## config.mk

```make
export PLATFORM = sky130hd
export DESIGN_NAME = host_bus_arbiter
export DESIGN_NICKNAME = d
export VERILOG_FILES = /design/src/rtl/hba_pkg.sv /design/src/rtl/hold_fsm.sv /design/src/rtl/ahold_ctl.sv /design/src/rtl/host_bus_arbiter.sv
export SDC_FILE = /design/constraint.sdc
export NUM_CORES = 1
export LEC_CHECK = 0
export BUFFER_PORTS_ARGS = -buffer_cell sky130_fd_sc_hd__buf_2
export CAP_MARGIN = 5
export CORE_AREA = 2 2 39 41
export CTS_BUF_LIST = sky130_fd_sc_hd__clkbuf_8 sky130_fd_sc_hd__clkbuf_16
export CTS_CLUSTER_SIZE = 25
export DETAILED_ROUTE_END_ITERATION = 12
export DIE_AREA = 0 0 41 43
export GPL_ROUTABILITY_DRIVEN = 0
export SETUP_SLACK_MARGIN = 0.05
export SYNTH_ARGS = -nofsm -noshare
export SYNTH_HDL_FRONTEND = slang
export SYNTH_SLANG_ARGS = --single-unit
export TNS_END_PERCENT = 30
```

## constraint.sdc

```tcl
create_clock -name clk -period 2 [get_ports clk]
set_clock_uncertainty 0.1 [all_clocks]
set_input_delay 0.1 -clock clk [delete_from_list [all_inputs] [get_ports clk]]
set_output_delay 0.1 -clock clk [all_outputs]
set_load 0.05 [all_outputs]
```

## src/rtl/hba_pkg.sv

```systemverilog
package hba_pkg;
  localparam int CAUSE_W = 2;
  localparam int OWNER_W = 2;

  typedef enum logic [CAUSE_W-1:0] {
    C_NONE   = 2'd0,
    C_SRST   = 2'd1,
    C_XFER   = 2'd2,
    C_DTURBO = 2'd3
  } cause_e;

  typedef enum logic [OWNER_W-1:0] {
    OWN_CPU    = 2'd0,
    OWN_CTRL   = 2'd1,
    OWN_MASTER = 2'd2
  } owner_e;

  function automatic cause_e pick_cause(input logic s, input logic x, input logic d);
    if (s)      return C_SRST;
    else if (x) return C_XFER;
    else if (d) return C_DTURBO;
    else        return C_NONE;
  endfunction
endpackage

```

## src/rtl/hold_fsm.sv

```systemverilog
module hold_fsm
  import hba_pkg::*;
(
  input  logic clk,
  input  logic rst_n,
  input  logic cpu_hlda,
  input  logic master_req,
  output logic bus_hold,
  output logic master_gnt,
  output logic [OWNER_W-1:0] bus_owner
);
  typedef enum logic [1:0] {H_IDLE, H_REQ, H_GNT, H_REL} hstate_e;
  hstate_e state_q, state_d;

  always_comb begin
    state_d = state_q;
    unique case (state_q)
      H_IDLE: if (master_req) state_d = H_REQ;
      H_REQ: begin
        if (!master_req)   state_d = H_IDLE;
        else if (cpu_hlda) state_d = H_GNT;
      end
      H_GNT: begin
        if (!master_req)    state_d = H_REL;
        else if (!cpu_hlda) state_d = H_REQ;
      end
      H_REL: if (!cpu_hlda) state_d = H_IDLE;
      default: state_d = H_IDLE;
    endcase
  end

  always_ff @(posedge clk or negedge rst_n) begin
    if (!rst_n) state_q <= H_IDLE;
    else        state_q <= state_d;
  end

  assign bus_hold   = (state_q == H_REQ) || (state_q == H_GNT);
  assign master_gnt = (state_q == H_GNT) && cpu_hlda;

  always_comb begin
    if (!cpu_hlda)       bus_owner = OWN_CPU;
    else if (master_gnt) bus_owner = OWN_MASTER;
    else                 bus_owner = OWN_CTRL;
  end


  hold_raise_chk: assert property (@(posedge clk) disable iff (!rst_n)
    (state_q == H_IDLE && master_req) |=> bus_hold);

  gnt_after_ack_chk: assert property (@(posedge clk) disable iff (!rst_n)
    $rose(master_gnt) |-> ($past(bus_hold) && $past(cpu_hlda)));

  withdraw_no_gnt_chk: assert property (@(posedge clk) disable iff (!rst_n)
    (state_q == H_REQ && !master_req) |=> (!bus_hold && !master_gnt));

  release_chk: assert property (@(posedge clk) disable iff (!rst_n)
    (master_gnt && !master_req) |=> (!bus_hold && !master_gnt));

  no_rehold_chk: assert property (@(posedge clk) disable iff (!rst_n)
    (state_q == H_REL && cpu_hlda) |=> !bus_hold);
endmodule

```

## src/rtl/ahold_ctl.sv

```systemverilog
module ahold_ctl
  import hba_pkg::*;
(
  input  logic clk,
  input  logic rst_n,
  input  logic srst_req,
  input  logic xfer_req,
  input  logic dturbo_req,
  output logic addr_hold,
  output logic xfer_start,
  output logic [CAUSE_W-1:0] hold_cause
);
  cause_e cause_q;
  logic   busy_q, entered_q, start_q;
  logic   any_req, cause_live;

  assign any_req = srst_req | xfer_req | dturbo_req;

  always_comb begin
    unique case (cause_q)
      C_SRST:   cause_live = srst_req;
      C_XFER:   cause_live = xfer_req;
      C_DTURBO: cause_live = dturbo_req;
      default:  cause_live = 1'b0;
    endcase
  end

  always_ff @(posedge clk or negedge rst_n) begin
    if (!rst_n) begin
      busy_q    <= 1'b0;
      cause_q   <= C_NONE;
      entered_q <= 1'b0;
      start_q   <= 1'b0;
    end else begin
      entered_q <= !busy_q && any_req;
      start_q   <= entered_q && (cause_q == C_XFER);
      if (!busy_q && any_req) begin
        busy_q  <= 1'b1;
        cause_q <= pick_cause(srst_req, xfer_req, dturbo_req);
      end else if (busy_q && !cause_live) begin
        busy_q  <= 1'b0;
        cause_q <= C_NONE;
      end
    end
  end

  assign addr_hold  = busy_q;
  assign xfer_start = start_q;
  assign hold_cause = cause_q;


  ahold_raise_chk: assert property (@(posedge clk) disable iff (!rst_n)
    (!addr_hold && any_req) |=> addr_hold);

  cause_stable_chk: assert property (@(posedge clk) disable iff (!rst_n)
    (addr_hold && $past(addr_hold)) |-> $stable(hold_cause));

  start_pulse_chk: assert property (@(posedge clk) disable iff (!rst_n)
    xfer_start |-> (addr_hold && $past(addr_hold) && hold_cause == C_XFER));

  start_single_chk: assert property (@(posedge clk) disable iff (!rst_n)
    xfer_start |=> !xfer_start);
endmodule

```

## src/rtl/host_bus_arbiter.sv

```systemverilog
module host_bus_arbiter
  import hba_pkg::*;
(
  input  logic clk,
  input  logic rst_n,
  input  logic cpu_hlda,
  input  logic master_req,
  input  logic srst_req,
  input  logic xfer_req,
  input  logic dturbo_req,
  output logic bus_hold,
  output logic addr_hold,
  output logic master_gnt,
  output logic xfer_start,
  output logic [CAUSE_W-1:0] hold_cause,
  output logic [OWNER_W-1:0] bus_owner
);
  hold_fsm u_hold (
    .clk        (clk),
    .rst_n      (rst_n),
    .cpu_hlda   (cpu_hlda),
    .master_req (master_req),
    .bus_hold   (bus_hold),
    .master_gnt (master_gnt),
    .bus_owner  (bus_owner)
  );

  ahold_ctl u_ahold (
    .clk        (clk),
    .rst_n      (rst_n),
    .srst_req   (srst_req),
    .xfer_req   (xfer_req),
    .dturbo_req (dturbo_req),
    .addr_hold  (addr_hold),
    .xfer_start (xfer_start),
    .hold_cause (hold_cause)
  );


  gnt_needs_ack_chk: assert property (@(posedge clk) disable iff (!rst_n)
    master_gnt |-> (cpu_hlda && bus_hold));
endmodule

```

# Word level (Yosys, flattened, before mapping)
# Cells that the tools add are included.
# Widths: inputs -> output; s select.
dict set report op_classes {
  bitwise_logic 2
  n_reduce_logical 10
  mux 17
  eq_ne 10
}
# cell n
set ops {}
lappend ops {{$mux 2} 13}
lappend ops {{$eq 2x2->1 const B} 4}
lappend ops {{$pmux 2 s4} 1}
lappend ops {{$ne 3x3->1 const B} 2}
lappend ops {{$eq 2x1->1 const B} 2}
lappend ops {{$logic_and 1x1->1} 4}
lappend ops {{$ne 2x2->1 const B} 2}
lappend ops {{$reduce_and 4->1} 1}
lappend ops {{$pmux 1 s3} 1}
lappend ops {{$logic_not 1->1} 2}
lappend ops {{$logic_not 2->1} 1}
lappend ops {{$mux 1} 2}
lappend ops {{$or 1x1->1} 2}
lappend ops {{$reduce_bool 2->1} 1}
lappend ops {{$logic_or 1x1->1} 1}
dict set report word_totals {
  inputBits 7
  output_inout_bits 8
  regBits 7
}

# Depth between registers and ports, before layout
# Gate-level depths: netlist of the first run.
dict set report logic_depth {
  word_depth 6
  ltp_mapped 5
  depth_no_buf 5
}

# Hierarchy
# From an unflattened synthesis of the first run, not the netlist that was laid out.
dict set report hier_totals {
  cells_unflattened 53
  hier_area_um2 471.7
}
# module area_per_inst_um2 n_inst seq_area_each_um2 cells_each
set modules_own_cells {}
lappend modules_own_cells {ahold_ctl 244.0 1 125.1 26}
lappend modules_own_cells {hold_fsm 227.7 1 50.0 27}

# Worst setup path before layout of the first run
# No wires, ideal clock.
dict set report synth_timing {
  path_kind {flip-flop to output port}
  startpoint {register u_hold.state_q[0]}
  endpoint {output bus_owner[1]}
  stages_incl_launch_ff 5
  slack_ps 361
  required_ps 1800
  arrival_time_ps 1439
  cell_sequence {dfrtp_1 > inv_1 > ha_1 > and2_1 > buf_4}
}
dict set report synth_between {
  elab_chain_cells 4
}
# item line_no
set synth_rtl {}
lappend synth_rtl {{start, declared} hold_fsm.sv:13} ;# hstate_e state_q, state_d;
lappend synth_rtl {{start signal, assigned} hold_fsm.sv:34} ;# else state_q <= state_d;
lappend synth_rtl {{$eq 2x2->1} hold_fsm.sv:38} ;# assign master_gnt = (state_q == H_GNT) && cpu_hlda;
lappend synth_rtl {{$logic_and 1x1->1} hold_fsm.sv:38}
lappend synth_rtl {{net master_gnt} host_bus_arbiter.sv:13} ;# output logic master_gnt,
lappend synth_rtl {{$mux 2} hold_fsm.sv:42} ;# else if (master_gnt) bus_owner = OWN_MASTER;
lappend synth_rtl {{$mux 2} hold_fsm.sv:41} ;# if (!cpu_hlda) bus_owner = OWN_CPU;
lappend synth_rtl {{end, declared} host_bus_arbiter.sv:16} ;# output logic [OWNER_W-1:0] bus_owner
# The timed path passes the listed nets, and every way through them passes these cells.

# Final worst setup path of the first run
dict set report layout_timing {
  startpoint {register u_hold.state_q[0]}
  endpoint {output master_gnt}
}
dict set report layout_between {
  elab_chain_cells 2
}
# item line_no
set layout_rtl {}
lappend layout_rtl {{$eq 2x2->1} hold_fsm.sv:38}
lappend layout_rtl {{$logic_and 1x1->1} hold_fsm.sv:38}
lappend layout_rtl {{end, declared} host_bus_arbiter.sv:13}
# Every way passes these cells.

==> results of run 1 <==
synth_stat cells, drive strengths merged:
master | instances | area (um^2)
a21o | 1 | 7.510
a21oi | 6 | 33.78
and2 | 1 | 6.260
buf | 1 | 7.510
dfrtp | 7 | 175.2
ha | 4 | 50.05
inv | 4 | 15.01
mux2 | 1 | 11.26
mux2i | 2 | 20.02
nand2 | 3 | 11.26
nand2b | 2 | 12.51
nand3b | 1 | 7.510
nor2 | 7 | 26.28
nor2b | 2 | 12.51
nor3 | 1 | 5.000
o21a | 1 | 7.510
o221ai | 1 | 15.01
o22ai | 1 | 6.260
or2 | 2 | 12.51
placed cells by master (no fill, tap or decap):
| cell type | instances |
|---|---|
| o21a_1 | 1 |
| nor2b_1 | 2 |
| nand2_1 | 3 |
| or2_2 | 2 |
| inv_1 | 5 |
| mux2_2 | 1 |
| mux2i_1 | 2 |
| a21oi_1 | 5 |
| ha_1 | 4 |
| o22ai_1 | 1 |
| a21o_1 | 1 |
| dfrtp_1 | 7 |
| o221ai_2 | 1 |
| nor2_1 | 7 |
| clkbuf_8 | 3 |
| nor3_1 | 1 |
| nand3b_1 | 1 |
| and2_1 | 1 |
| buf_2 | 14 |
| a21oi_2 | 1 |
| nand2b_1 | 2 |
| dlygate4sd3_1 | 1 |
sequential cells by signal, summed over array words and instances (netlist names):
name                cells
u_ahold.hold_cause      2
u_hold.state_q          2
u_ahold.xfer_start      1
u_ahold.addr_hold       1
u_ahold.entered_q       1
timing repair:
action / in CTS / in global routing
endpoints found under the hold margin: 7 / 0
hold buffers: 1 / 0
resized for setup: 0 / 0
per-layer routing:
| metal | wire (um) | vias to the layer above | part of all wire | GRT usage |
|---|---|---|---|---|
| li1 | - | 194 | - | - |
| met1 | 377 | 163 | 0.50 | 0.1400 |
| met2 | 325 | 12 | 0.43 | 0.1344 |
| met3 | 53 | 0 | 0.070 | 0.06283 |
| met4 | 0 | 0 | 0 | 0.04000 |
| met5 | 0 | - | 0 | 0 |
power by group through the flow:
stage               Sequential (uW)  Clock, uW  Combinational, uW
global route                    284        206                634
CTS                             274        195                585
detailed placement              274          0                583
global placement                276          0                585
finish                          274        187                577
floorplan                       380          0                368
path summary, 6_finish.rpt:
path	end	slack, ns
setup / recovery	master_gnt	0.44
hold / removal	u_ahold.hold_cause[1]$_DFFE_PN0P_	0.04
setup reg to reg	u_hold.state_q[0]$_DFFE_PN0P_	0.59
hold reg to reg	u_ahold.xfer_start$_DFF_PN0_	0.39
max in group asynchronous	u_ahold.xfer_start$_DFF_PN0_	1.51
min in group asynchronous	u_ahold.addr_hold$_DFFE_PN0P_	0.14
area by class of cell:
type	count	area (um^2)
clock buffers	3	41.29
clock inverters	1	3.754
fillers	146	803.3
inverters	4	15.01
multi-input cells	36	245.2
flip-flops and latches	7	175.2
well taps	16	20.02
repair buffers	15	80.08
through the flow:
step | setup slack (ns) | cell area, um^2
after CTS | 0.4208 | 580.6
final | 0.4377 | 580.6
after global routing | 0.3344 | 580.6
after floorplan | 0.3612 | 442.9
after detailed placement | 0.5665 | 525.5
after global placement | 0.6082 | 525.5
logic make-up after synthesis:
group | Yosys count
multiplexers | 3
buffers and inverters | 5
flip-flops | 7
adder cells (fa/ha/maj) | 4
AND/OR/NAND/NOR | 19
AO/OA/AOI/OAI | 10
==> metrics.md, run 1 <==
| Metric | Value |
|---|---|
| Mapped Cells | 48 |
| Hold Path Depth | 2 |
| Synth Net Count | 59 |
| Final setup violation count | 0 |
| Critical path type | flop to output port |
| Start point of the critical path | u_hold.state_q[0]$_DFFE_PN0P_ |
| CP max stage cell | dfrtp_1 |
| Avg WL per Cell | 9.220 um |
| Yosys warns | 0 |
| Vias per cell | 4.500 |
| Hold slack final | 0.04478 ns |
| Synthesized area | 442.9 um^2 |
| PwrDens | 1788 mW/mm^2 |
| # nets final | 78 |
| Final core occ | 0.4195 |
| Gr ovfl total | 0 |
| Post-synthesis mux area share | 0.07062 |
| I/O Pins | 15 |
| Crit path max-delay family | flip-flops |
| Initial Util | 0.3201 |
| Max Root-Sink Buffers | 2 |
| Critical hold path startpoint | xfer_req |
| Buffers on Ports | 14 |
| Die area | 0.001763 mm^2 |
| Post-synthesis adder-cell area fraction | 0.1130 |
| Post-Synth Simple-Gate Area | 0.2119 |
| CP Data Arrival Time | 1.36 ns |
| Routed Antenna Nets | 0 |
| Ant diodes | 0 |
| Clk_lat worst skew | 0.22 ns |
| Max-Cap Viols | 0 |
| Post-Synth XOR/XNOR Area | 0 |
| Hold Path Class | input port to flop |
| CTS tree | built |
| TritonCTS buffer count | 3 |
| FP Rows | 14 |
| Die height | 43 um |
| First-pass GRT wire length | 1.221 mm |
| Post-CTS setup buffers | 0 |
| Share of post-route cells with drive strength above 1 | 0.3333 |
| Slew HR | 0.8356 |
| Placed cells | 77 |
| DIE WIDTH | 41 um |
| Max VDD drop | 725.9 uV |
| Worst-case reg-to-reg path depth | 5 |
| Initial drt markers | 3 |
| Vias in the first global route | 315 |
| Sum of negative setup slack | 0 ns |
| Largest family of logic cells by synthesized area | simple AND/OR/NAND/NOR gates |
| Critical path, cell by cell | inv_1 -> ha_1 -> and2_1 -> buf_2 |
| Tot Pwr | 1038 uW |
| Drt first pass iters | 4 |
| WP buf/inv | 2 |
| Root buf cell | clkbuf_8 |
| Final Non-Filler Cells | 82 |
| Tot GR Track Use | 0.1046 |
| Clock share of power | 0.180 |
| Crit-path max FO | 5 |
| WP data required | 1.80 ns |
| Residual DRC | 0 |
| Sw Pwr | 512.7 uW |
| Complex-gate fraction of the synthesized area | 0.1582 |
| Max frequency | 640.1 MHz |
| Startpoint types | flop |
| CP Depth | 4 |
| Worst r2r src | u_hold.state_q[0]$_DFFE_PN0P_ |
| Post-synthesis sequential area ratio | 0.3955 |
| Worst-path clk slew | 0.04 ns |
| Outcome | complete, no violations |
| Leak | 0.0003030 uW |
| Largest net degree at the start of global routing | 9 |
| Synth unique cells | 20 |
| Routed WL | 756 um |
| RSZ-0062 raised after global routing | false |
| Int Pwr | 525.1 uW |
| Logic pwr share | 0.556 |
| Vias | 369 |
| Initial antenna violation count | 0 |
| Sequential share of power | 0.264 |
| Measured slew at the worst slew-check pin | 0.2483 ns |
| Final hold viol count | 0 |
| H-tree levels | 1 |
| Switching Share | 0.4941 |
| Final period util | 0.7812 |
| Synth-to-Final Area Change | 31.07% |
| Core area | 0.001384 mm^2 |
| Critical Path End Type | output port |
| Avg Cell Area, Syn | 9.228 um^2 |
| Synthesized flop and latch total | 7 |
| Slowest cell delay on critical path | 0.39 ns |
| Final Max Tran Viols | 0 |
| Fin crit period | 1.562 ns |
| CTS Sinks | 7 |
| DP HPWL | 599.7 um |
Power figures use the tool's default switching activity.
==> run 2: changes to the inputs <==
--- a/config.mk
+++ b/config.mk
@@ -5,6 +5,7 @@
 export SDC_FILE = /design/constraint.sdc
 export NUM_CORES = 1
 export LEC_CHECK = 0
+export ABC_AREA = 1
 export BUFFER_PORTS_ARGS = -buffer_cell sky130_fd_sc_hd__buf_2
 export CAP_MARGIN = 5
 export CORE_AREA = 2 2 39 41
==> constraint.sdc (replaced) <==
create_clock -name clk -period 1.5 [get_ports clk]
set_clock_uncertainty 0.1 [all_clocks]
set_input_delay 0.075 -clock clk [delete_from_list [all_inputs] [get_ports clk]]
set_output_delay 0.075 -clock clk [all_outputs]
set_load 0.05 [all_outputs]
==> run 2 against run 1 <==
  * Die area is the same
  * Synthesized cell count grew 17%
  * Sequential share of layout area shrank 0.94 points
  * Via count grew 14%
  * Area after synthesis shrank 2.5%
  * Sequential cell count is the same
  * Non-clock buffer count is the same
  * Combinational power grew 16%
  * Count of clock-buffer cells in the layout is the same
  * Core utilization grew 1.4 points
==> metrics.md, run 2 <==
| Metric | Value |
|---|---|
| Initial antenna violation count | 0 |
| Hold slack final | 0.03523 ns |
| Core area | 0.001384 mm^2 |
| Yosys top cell area share | 0.4058 |
| Routed length on met1 | 319 um |
| RSZ-0062 raised after global routing | true |
| Die height | 43 um |
| Synth Net Count | 67 |
| Initial drt markers | 6 |
| Top-count cell post-synth | nand2_1 |
| Final core occ | 0.4331 |
| Setup WS post-layout | 0.1150 ns |
| Buffers on Ports | 14 |
| Drt first pass iters | 4 |
| Met2 WL | 440 um |
| Share of post-route cells with drive strength above 1 | 0.2973 |
| Vias | 420 |
| Max-Cap Viols | 0 |
| Post-route cell area | 599.3 um^2 |
| Leak | 0.0003326 uW |
| Slew HR | 0.8359 |
| Final Max Tran Viols | 0 |
| Worst-path clk slew | 0.04 ns |
| Worst reg2reg setup slack | 0.18 ns |
| # nets final | 86 |
| Crit-path max FO | 4 |
| Post-synthesis sequential area ratio | 0.4058 |
| WP data required | 1.32 ns |
| Routed Antenna Nets | 0 |
| Outcome | complete, no violations |
| Max frequency | 722.0 MHz |
| CP Data Arrival Time | 1.21 ns |
| Synth-to-Final Area Change | 38.84% |
| Measured slew at the worst slew-check pin | 0.2479 ns |
| Routed WL | 820 um |
| Residual DRC | 0 |
| TritonCTS buffer count | 3 |
| Hold Path Class | input port to flop |
| Placed cells | 85 |
| Tot GR Track Use | 0.1075 |
| FP Rows | 14 |
| Area contributors post-synth | dfrtp_1 (41%), ha_1 (12%), nand2_1 (9.6%), inv_1 (8.7%), nand3_1 (8.1%) |
| CTS tree | built |
| Fin crit period | 1.385 ns |
| Filler cells | 151 |
| Initial Util | 0.3119 |
| Synth unique cells | 16 |
| DP HPWL | 663.5 um |
| Final hold viol count | 0 |
| Startpoint types | flop |
| Commonest non-fill, non-tap cells in the layout | nand2_1 (11), inv_1 (10), buf_2 (10) |
| Clk_lat worst skew | 0.22 ns |
| I/O Pins | 15 |
| Avg Cell Area, Syn | 7.708 um^2 |
| Mapped Cells | 56 |
| Ant diodes | 0 |
| Dominant synthesized flop cell | dfrtp_1 |
| DIE WIDTH | 41 um |
| Max VDD drop | 1050 uV |
| Synth area leader | dfrtp_1 |
| Die area | 0.001763 mm^2 |
| First-pass GRT wire length | 1.248 mm |
| Final Non-Filler Cells | 90 |
| Number of synthesized flops with an enable pin | 0 |
| Final setup violation count | 0 |
| Critical path type | flop to output port |
| Root buf cell | clkbuf_8 |
| Max Root-Sink Buffers | 2 |
| Largest net degree at the start of global routing | 8 |
| WL met3 | 61 um |
| Commonest non-fill, non-tap cell in the layout | nand2_1 |
| CTS Sinks | 7 |
| PwrDens | 2124 mW/mm^2 |
| Async S/R FF share, synth | 1.000 |
| Final period util | 0.9233 |
| Gr ovfl total | 0 |
| Yosys warns | 0 |
| H-tree levels | 1 |
| Avg WL per Cell | 9.111 um |
| Top cells by count, synth | nand2_1 (11), inv_1 (10), dfrtp_1 (7), nand3_1 (7), nor2_1 (6) |
| Dpl cell area | 514.2 um^2 |
| Vias in the first global route | 325 |
| Synthesized flop and latch total | 7 |
| Topmost layer with routed signal wires | met3 |
| Post-CTS setup buffers | 0 |
| Synthesized area | 431.7 um^2 |
| Vias per cell | 4.667 |
| Worst slack at placement | 0.1641 ns |
| Critical Path End Type | output port |
==> run 2: changes by cell type after synthesis, moves of 2 or more <==
cell / change
nand2b_1: -2
mux2i_1: -2
a21oi_1: -4
nand3_1: +7
nor2b_1: -2
inv_1: +6
nand2_1: +8
o21ai_1: +2
or2_2: -2
==> run 2: logic make-up after synthesis <==
family	share of synthesized area
DFF	0.4058
AOI/OAI and AO/OA	0.06375
buffers and inverters	0.1131
adders and majority gates	0.1159
and+or+nand+nor	0.3015
==> run 2: area by class of cell <==
cell class,instances,area [um^2],area share
multi-input cells,37,220.2,0.3674
flip-flops and latches,7,175.2,0.2923
repair buffers,15,97.59,0.1628
clock buffers,3,41.29,0.06889
inverters,11,41.29,0.06889
well taps,16,20.02,0.03340
clock inverters,1,3.754,0.006263
==> run 2: metrics by stage <==
step	total power [uW]	setup TNS, ns
2_1_floorplan	855.2	-0.02301
3_3_place_gp	983.1	0
3_5_place_dp	992.5	0
4_1_cts	1260	0
5_1_grt	1371	0
6_report	1273	0
==> run 2: routing by layer <==
metal  vias to the layer above  global-route usage
li1                        213                   -
met3                         0             0.03141
met4                         0             0.06000
met1                       190              0.1262
met2                        17              0.1656
met5                         -                   0
==> run 2: power breakdown <==
part           switching, uW  internal, uW  leakage [uW]
registers               85.9           269     0.0000880
logic                    471           197      0.000218
clock network           73.8           176     0.0000269
total                    631           642      0.000333
==> run 2: worst paths after layout <==
kind                                               startpoint  cells past startpoint                                end
min in group asynchronous                               rst_n                      2      u_ahold.addr_hold$_DFFE_PN0P_
max in group asynchronous                               rst_n                      2       u_ahold.xfer_start$_DFF_PN0_
worst min-delay path                                 srst_req                      4  u_ahold.hold_cause[1]$_DFFE_PN0P_
worst max-delay path            u_hold.state_q[1]$_DFFE_PN0P_                      3                           bus_hold
worst max register to register  u_hold.state_q[1]$_DFFE_PN0P_                      6      u_hold.state_q[0]$_DFFE_PN0P_
worst min register to register    u_ahold.entered_q$_DFF_PN0_                      1       u_ahold.xfer_start$_DFF_PN0_
==> run 2: timing repair <==
item / 4_1_cts / 5_1_grt
setup endpoints to repair: 3 / 3
pin swaps: 0 / 0
hold buffers: 1 / 0
resized for setup: 4 / 5
endpoints found under the hold margin: 7 / 0
==> run 2: worst max-delay path, cell delays in order, from the launching register on <==
cell and delay [ns]:
dfrtp_1 0.41, inv_1 0.09, ha_1 0.27, clkbuf_4 0.22
==> run 3: changes to the inputs <==
--- a/config.mk
+++ b/config.mk
@@ -5,7 +5,6 @@
 export SDC_FILE = /design/constraint.sdc
 export NUM_CORES = 1
 export LEC_CHECK = 0
-export ABC_AREA = 1
 export BUFFER_PORTS_ARGS = -buffer_cell sky130_fd_sc_hd__buf_2
 export CAP_MARGIN = 5
 export CORE_AREA = 2 2 39 41
@@ -15,6 +14,7 @@
 export DIE_AREA = 0 0 41 43
 export GPL_ROUTABILITY_DRIVEN = 0
 export SETUP_SLACK_MARGIN = 0.05
+export SLEW_MARGIN = 25
 export SYNTH_ARGS = -nofsm -noshare
 export SYNTH_HDL_FRONTEND = slang
 export SYNTH_SLANG_ARGS = --single-unit
==> run 3 against run 2 <==
  * Critical path depth increased by 1
  * Combinational power increased by 41%
  * Register-to-register slack got worse by 0.07 ns
  * Die area unchanged
  * Via count decreased by 1.7%
  * Total power increased by 24%
  * Final cell count decreased by 4.4%
  * Sequential share of layout area decreased by 2.9 points
  * Largest power group unchanged
  * Setup slack got worse by 0.013 ns
  * Hold slack got worse by 0.0023 ns
  * Wire length increased by 23%
  * Count of clock-buffer cells in the layout unchanged
==> metrics.md, run 3 (same netlist as run 1, synthesis figures left out) <==
| Metric | Value |
|---|---|
| Max frequency | 715.0 MHz |
| Clk_lat worst skew | 0.23 ns |
| Placed cells | 77 |
| Dpl cell area | 526.8 um^2 |
| Critical path, cell by cell | inv_2 -> ha_4 -> and2_4 -> buf_8 |
| Commonest non-fill, non-tap cell in the layout | buf_2 |
| Met2 WL | 552 um |
| Final core occ | 0.4810 |
| Int Pwr | 817.5 uW |
| Leak | 0.0003288 uW |
| Switching Share | 0.4827 |
| TritonCTS buffer count | 3 |
| Tot GR Track Use | 0.1484 |
| Ant diodes | 0 |
| Crit-path max FO | 4 |
| Logic pwr share | 0.597 |
| Final Non-Filler Cells | 86 |
| CTS tree | built |
| Die height | 43 um |
| Worst r2r src | u_hold.state_q[0]$_DFFE_PN0P_ |
| Initial Util | 0.3201 |
| H-tree levels | 1 |
| Filler cells | 135 |
| Synth-to-Final Area Change | 50.28% |
| Startpoint types | flop |
| Start point of the critical path | u_hold.state_q[0]$_DFFE_PN0P_ |
| FP Rows | 14 |
| Max-Cap Viols | 0 |
| Commonest non-fill, non-tap cells in the layout | buf_2 (10), nor2_1 (7), dfrtp_1 (7) |
| Vias | 413 |
| Vias per cell | 4.802 |
| Measured slew at the worst slew-check pin | 0.2509 ns |
| Hold Path Class | input port to flop |
| Critical Path End Type | output port |
| I/O Pins | 15 |
| PwrDens | 2374 mW/mm^2 |
| CP Depth | 4 |
| Slowest cell delay on critical path | 0.40 ns |
| Worst-case reg-to-reg path depth | 6 |
| Clock share of power | 0.162 |
| Initial antenna violation count | 0 |
| DP HPWL | 660.7 um |
| Max VDD drop | 979.4 uV |
| Area of the multi-input gates | 275.3 um^2 |
| Final period util | 0.9323 |
| Critical path type | flop to output port |
| Critical hold path startpoint | xfer_req |
| Share of post-route cells with drive strength above 1 | 0.4571 |
| Gr ovfl total | 0 |
| Hold Path Depth | 2 |
| Die area | 0.001763 mm^2 |
| DIE WIDTH | 41 um |
| Outcome | complete, no violations |
| Routed Antenna Nets | 0 |
| Buffers on Ports | 14 |
| Flip-flop and latch area | 175.2 um^2 |
| Core area | 0.001384 mm^2 |
| Crit path max-delay family | flip-flops |
| Drt first pass iters | 4 |
| Vias in the first global route | 422 |
| CP Data Arrival Time | 1.22 ns |
| CTS Sinks | 7 |
| Sequential share of power | 0.241 |
| Topmost layer with routed signal wires | met3 |
| Post-route cell area | 665.6 um^2 |
| Residual DRC | 0 |
| Initial drt markers | 4 |
| Fin crit period | 1.399 ns |
| Sw Pwr | 762.9 uW |
| CP max stage cell | dfrtp_1 |
| Sum of negative setup slack | 0 ns |
| Routed length on met1 | 394 um |
| Root buf cell | clkbuf_8 |
| Final setup violation count | 0 |
| # nets final | 82 |
| Worst-path clk slew | 0.04 ns |
| Avg WL per Cell | 11.74 um |
| WL met3 | 64 um |
| Largest net degree at the start of global routing | 9 |
| Final hold viol count | 0 |
| WP data required | 1.32 ns |
| Final Max Tran Viols | 0 |
| Routed WL | 1.010 mm |
| WP buf/inv | 2 |
| First-pass GRT wire length | 1.676 mm |
| Slew HR | 0.8339 |
| Max Root-Sink Buffers | 2 |
| RSZ-0062 raised after global routing | true |
[run 3: worst paths after layout]
check                      slack [ns]                                 to
min in group asynchronous        0.11  u_ahold.hold_cause[0]$_DFFE_PN0P_
max in group asynchronous        1.03      u_ahold.addr_hold$_DFFE_PN0P_
max                              0.10                       bus_owner[1]
min reg2reg                      0.38       u_ahold.xfer_start$_DFF_PN0_
min                              0.03  u_ahold.hold_cause[1]$_DFFE_PN0P_
max reg2reg                      0.11      u_hold.state_q[1]$_DFFE_PN0P_
[run 3: final cells by class]
| cell class | instances | share of cell area |
|---|---|---|
| well taps | 16 | 0.03008 |
| multi-input cells | 36 | 0.4135 |
| clock inverters | 1 | 0.005639 |
| clock buffers | 3 | 0.06203 |
| flip-flops and latches | 7 | 0.2632 |
| inverters | 4 | 0.02256 |
| repair buffers | 19 | 0.2030 |
[run 3: per-layer routing]
layer / track usage / up-vias
li1: - / 202
met1: 0.1605 / 196
met2: 0.2281 / 15
met3: 0.06806 / 0
met4: 0.08000 / 0
met5: 0 / -
[run 3: power by group through the flow]
stage	logic, uW	registers (uW)	clock network (uW)
2_1_floorplan	491	507	0
3_3_place_gp	778	370	0
3_5_place_dp	782	373	0
4_1_cts	828	372	269
5_1_grt	1040	400	284
6_report	943	380	257
[run 3: through the flow]
stage          hold WS (ns)  total power [uW]  worst slack (ns)
2_1_floorplan       -0.3206             998.5         -0.006727
3_3_place_gp        -0.1860              1148            0.1123
3_5_place_dp        -0.1862              1155           0.09059
4_1_cts             0.02269              1469           0.05624
5_1_grt             0.02888              1725           0.02616
6_report            0.03293              1580            0.1015
[run 3: timing repair]
| action | CTS | global route |
|---|---|---|
| hold buffers | 1 | 0 |
| setup endpoints to repair | 3 | 5 |
| buffers inserted | 1 | 3 |
| pin swaps | 0 | 1 |
| gates resized for setup | 8 | 9 |
| endpoints found under the hold margin | 7 | 0 |
[run 3: worst register-to-register path: stages (launching register included)]
cell,delay [ns]
dfrtp_1,0.38
inv_2,0.09
ha_4,0.18
buf_4,0.13
mux2_2,0.26
nand2_2,0.07
mux2i_1,0.06
